<file path="src/rtl/perirq_divider.sv">
module perirq_divider #(
  parameter int CNT_W = 16
) (
  input  logic             clk,
  input  logic             rst_n,
  input  logic             tick32k_en,
  input  logic             run,
  input  logic [3:0]       rate_sel,
  input  logic             pie,
  input  logic             flag_clr,
  output logic [CNT_W-1:0] cnt_o,
  output logic             pulse_o,
  output logic             pflag_o,
  output logic             irq_o
);
  localparam logic [CNT_W-1:0] ONE = {{(CNT_W-1){1'b0}}, 1'b1};

  logic [3:0]       eff;
  logic [CNT_W-1:0] mask, nxt;
  logic             adv, active, hit;

  always_comb begin
    case (rate_sel)
      4'd1:    eff = 4'd8;
      4'd2:    eff = 4'd9;
      default: eff = rate_sel;
    endcase
  end

  assign mask   = (ONE << (eff - 4'd1)) - ONE;
  assign adv    = tick32k_en & run;
  assign nxt    = cnt_o + ONE;
  assign active = pie & (rate_sel != 4'd0);
  assign hit    = adv & active & ((nxt & mask) == '0);

  always_ff @(posedge clk) begin
    if (!rst_n) begin
      cnt_o   <= '0;
      pulse_o <= 1'b0;
      pflag_o <= 1'b0;
    end else begin
      if (adv) cnt_o <= nxt;
      pulse_o <= hit;
      if (hit)           pflag_o <= 1'b1;
      else if (flag_clr) pflag_o <= 1'b0;
    end
  end

  assign irq_o = pflag_o & pie;


  frozen_chk: assert property (@(posedge clk) disable iff (!rst_n)
    !run |=> $stable(cnt_o));

  pulse_src_chk: assert property (@(posedge clk) disable iff (!rst_n)
    pulse_o |-> ($past(tick32k_en) && $past(run)));

  min_period_chk: assert property (@(posedge clk) disable iff (!rst_n)
    pulse_o |-> (cnt_o[1:0] == 2'b00));

  quiet_chk: assert property (@(posedge clk) disable iff (!rst_n)
    (!pie || rate_sel == 4'd0) |=> !pulse_o);

  sticky_chk: assert property (@(posedge clk) disable iff (!rst_n)
    (pflag_o && !flag_clr) |=> pflag_o);

  flag_set_chk: assert property (@(posedge clk) disable iff (!rst_n)
    pulse_o |-> pflag_o);
endmodule

</file>
<file path="config.mk">
export PLATFORM = sky130hd
export DESIGN_NAME = perirq_divider
export DESIGN_NICKNAME = d
export VERILOG_FILES = /design/src/rtl/perirq_divider.sv
export SDC_FILE = /design/constraint.sdc
export NUM_CORES = 1
export LEC_CHECK = 0
export ABC_CLOCK_PERIOD_IN_PS = 2500
export CAP_MARGIN = 25
export CORE_ASPECT_RATIO = 1.75
export CORE_MARGIN = 4
export CORE_UTILIZATION = 50
export CTS_CLUSTER_SIZE = 28
export DETAILED_ROUTE_END_ITERATION = 10
export PLACE_DENSITY = 0.8
export SETUP_SLACK_MARGIN = 0.05
export SYNTH_ARGS = -nofsm -noshare
export SYNTH_HDL_FRONTEND = slang
export SYNTH_SLANG_ARGS = --single-unit
</file>
<file path="constraint.sdc">
create_clock -name clk -period 2.5 [get_ports clk]
set_input_delay 0.375 -clock clk [delete_from_list [all_inputs] [get_ports clk]]
set_output_delay 0.375 -clock clk [all_outputs]
set_load 0.01 [all_outputs]
</file>
==> impl_metrics.py <==
metrics = {
    "route": {
        "first_iter_violations": 47,
        "drtAntennaViolNets": 0,
        "via_count": 1492,
        "remaining_drc_errors": 0,
        "avgViaCountPerCell": 6.11,
        "first_pass_iters": 4,
        "wl_per_cell_um": 15.3,
        "drt-total-wl_um": 3740,
    },
    "clock_network": {
        "htreeDepth": 1,
        "post_cts_resized": 0,
        "cts_hold_buf": 0,
        "postCtsSetupBuffers": 0,
        "clkSinkCount": 18,
        "clock_tree.root_cell": "clkbuf_8",
        "cts_tree": "yes",
        "cts_buffers": 3,
        "path_clk_slew_ns": 0.07,
        "clk_path_buf_depth": 2,
        "clock_latency_ns": 0.25,
    },
    "placement": {
        "place_congestion": 0.872,
        "dpl.hpwl_um": 2870,
        "dpl_cell_area_sq_um": 1740,
        "io_buffers": 28,
    },
    "synthesis": {
        "synth_top_cell_area_share_pct": 24.8,
        "seq_area_frac_synth_pct": 24.8,
        "ys.flop_type": "dfxtp_1",
        "yosys-top-cells-area": "dfxtp_1 (25%), xnor2_1 (9.1%), and2_1 (7.3%)",
        "yosys.area.top_type": "dfxtp_1",
        "synth-edff-count": 0,
        "synthXorXnorAreaFrac_pct": 13.9,
        "synthSimpleGateAreaFrac_pct": 36.2,
        "synth_cell_types": 48,
        "synth_top_family_by_area": "simple AND/OR/NAND/NOR gates",
        "synthArstFlopShare_pct": 0,
        "synth.cell_area_sq_um": 1450,
        "synth_compound_area_share_pct": 17.1,
        "muxShareOfSynthArea_pct": 0,
        "synth-adder-area-share_pct": 1.73,
        "netlist_instances": 190,
        "synth_warnings": 0,
        "syn_avg_cell_area_sq_um": 7.63,
        "ys_ff_latch": 18,
    },
    "floorplan": {
        "core_sq_um": 2750,
        "die-area_sq_um": 3860,
        "io_pins": 29,
        "die_h_um": 79.2,
        "initial_core_util_pct": 52.7,
        "fp.dieW_um": 48.7,
        "row_count": 25,
    },
    "power_and_ir_drop": {
        "ir_drop_v": 0.000381,
        "p_leak_nw": 0.632,
        "pwr_density_cell_nw_per_um2": 346,
        "power.total_w": 0.000623,
    },
    "sta": {
        "period_needed_ns": 2.29,
        "finalMaxSlewViolations": 0,
        "hold_viol_final": 0,
        "tns_ns": 0,
        "finClkSkew_ns": 0.00359,
        "final-setup-viol-count": 0,
        "grt_setup_unrepaired": "false",
        "fmax_ghz": 0.437,
        "finalCritPeriodShare_pct": 91.5,
        "holdWs_ns": 0.559,
    },
    "setup_path": {
        "cp_cell_sequence": "ha_1 > nand2_2 > or2_0 > a211oi_1 > o22a_1 > o221ai_1 > o31ai_1",
        "cp_max_fo": 9,
        "critPathLaunchType": "flop",
        "criticalPathCategory": "reg -> reg",
        "critPathMaxStageDelay_ns": 0.50,
        "cp.arrival_ns": 2.44,
        "cp.required_ns": 2.66,
        "cp_slowest_cell": "dfxtp_1",
        "endpoint_kind": "flop",
    },
    "run": {
        "max_cap_viol_count": 0,
    },
    "final_layout": {
        "layout_commonest_cell": "clkdlybuf4s50_1",
        "areaGrowthSynthToFinish_pct": 24.2,
        "final_cell_mix": "clkdlybuf4s50_1 (28), dfxtp_1 (18), and2_1 (17)",
        "num_antenna_cells": 0,
        "final_util_pct": 65.5,
        "drive_gt1_share_pct": 6.45,
        "layout.nets": 230,
        "stdcell_area_sq_um": 1800,
    },
    "global_route": {
        "grt_first_pass_wirelength_um": 6530,
        "antenna_found_initial": 0,
        "grt_max_degree": 18,
        "first_global_vias": 1486,
        "grt_usage_pct": 20.4,
        "overflow": 0,
    },
    "min_path": {
        "hold_path.class": "reg -> reg",
    },
    "outcome": {
        "outcome": "finished, final reports clean",
    },
}
-- logic make-up (layout without fill, tap and decap cells) --
| logic type | after synthesis | in the layout |
|---|---|---|
| other | 1 | 2 |
| buffers and inverters | 16 | 42 |
| AOI/OAI and AO/OA | 35 | 35 |
| and+or+nand+nor | 95 | 95 |
| xor gates and xnor gates | 23 | 23 |
| DFF | 18 | 18 |
| adders and majority gates | 2 | 2 |
-- layout make-up --
class,count,area [sq um]
well taps,27,33.8
fillers,244,951
clock buffers,4,55.1
inverters,4,15.0
multi-input cells,157,1010
repair buffers,34,325
flip-flops and latches,18,360
-- metrics by stage --
step                std cells  worst slack, ns
floorplan                 191            0.632
global placement          240           0.0161
detailed placement        240           0.0127
CTS                       244            0.163
global route              244           0.0712
finish                    244            0.212
-- routing by layer --
layer | vias up | part of all wire (%) | GRT usage [%]
met2 | 52 | 51 | 35.6
met4 | 0 | 4.6 | 11.9
met5 | - | 0 | 0
li1 | 731 | - | -
met1 | 694 | 41 | 22.8
met3 | 15 | 3.8 | 3.38
-- report_power, final --
part | internal, W | leakage [nW] | total, W | switching (W)
sequential | 0.000289 | 0.145 | 0.000294 | 0.00000492
combinational | 0.0000436 | 0.458 | 0.0000912 | 0.0000476
clock | 0.000140 | 0.0288 | 0.000237 | 0.0000975
total | 0.000473 | 0.632 | 0.000623 | 0.000150
-- path summary, 6_finish.rpt --
check / start / endpoint / slack, ns / cells past startpoint
worst min-delay path: pflag_o / pflag_o / 0.56 / 2
worst max register to register: cnt_o[0] / pflag_o / 0.21 / 7
worst min register to register: pflag_o / pflag_o / 0.56 / 2
worst max-delay path: cnt_o[0] / pflag_o / 0.21 / 7
-- flip-flops by register name (all words and copies together), names as in the netlist --
| name | cells |
|---|---|
| cnt_o | 16 |
| pflag_o | 1 |
| pulse_o | 1 |
-- cells in the mapped netlist (all sizes together) (2+ instances only) --
cell / number
inv: 4
a32oi: 2
o31ai: 2
xor2: 8
nand3b: 3
ha: 2
nor2b: 7
clkbuf: 4
nor4: 4
a21oi: 5
o21ai: 8
o22a: 2
dfxtp: 18
nand2: 15
a211oi: 3
nor2: 13
a21boi: 3
nand4: 7
buf: 8
nor3b: 3
nor3: 8
nand3: 10
and2: 17
xnor2: 15
-- critical path: cells and delay by family, from the launching register on --
family                   cells  cell delay, ns
adder cells (fa/ha/maj)      1            0.34
AND/OR/NAND/NOR              2            0.45
AO/OA/AOI/OAI                4            0.90
flip-flops                   1            0.50
Note: power is estimated with default switching activity, not from simulation.
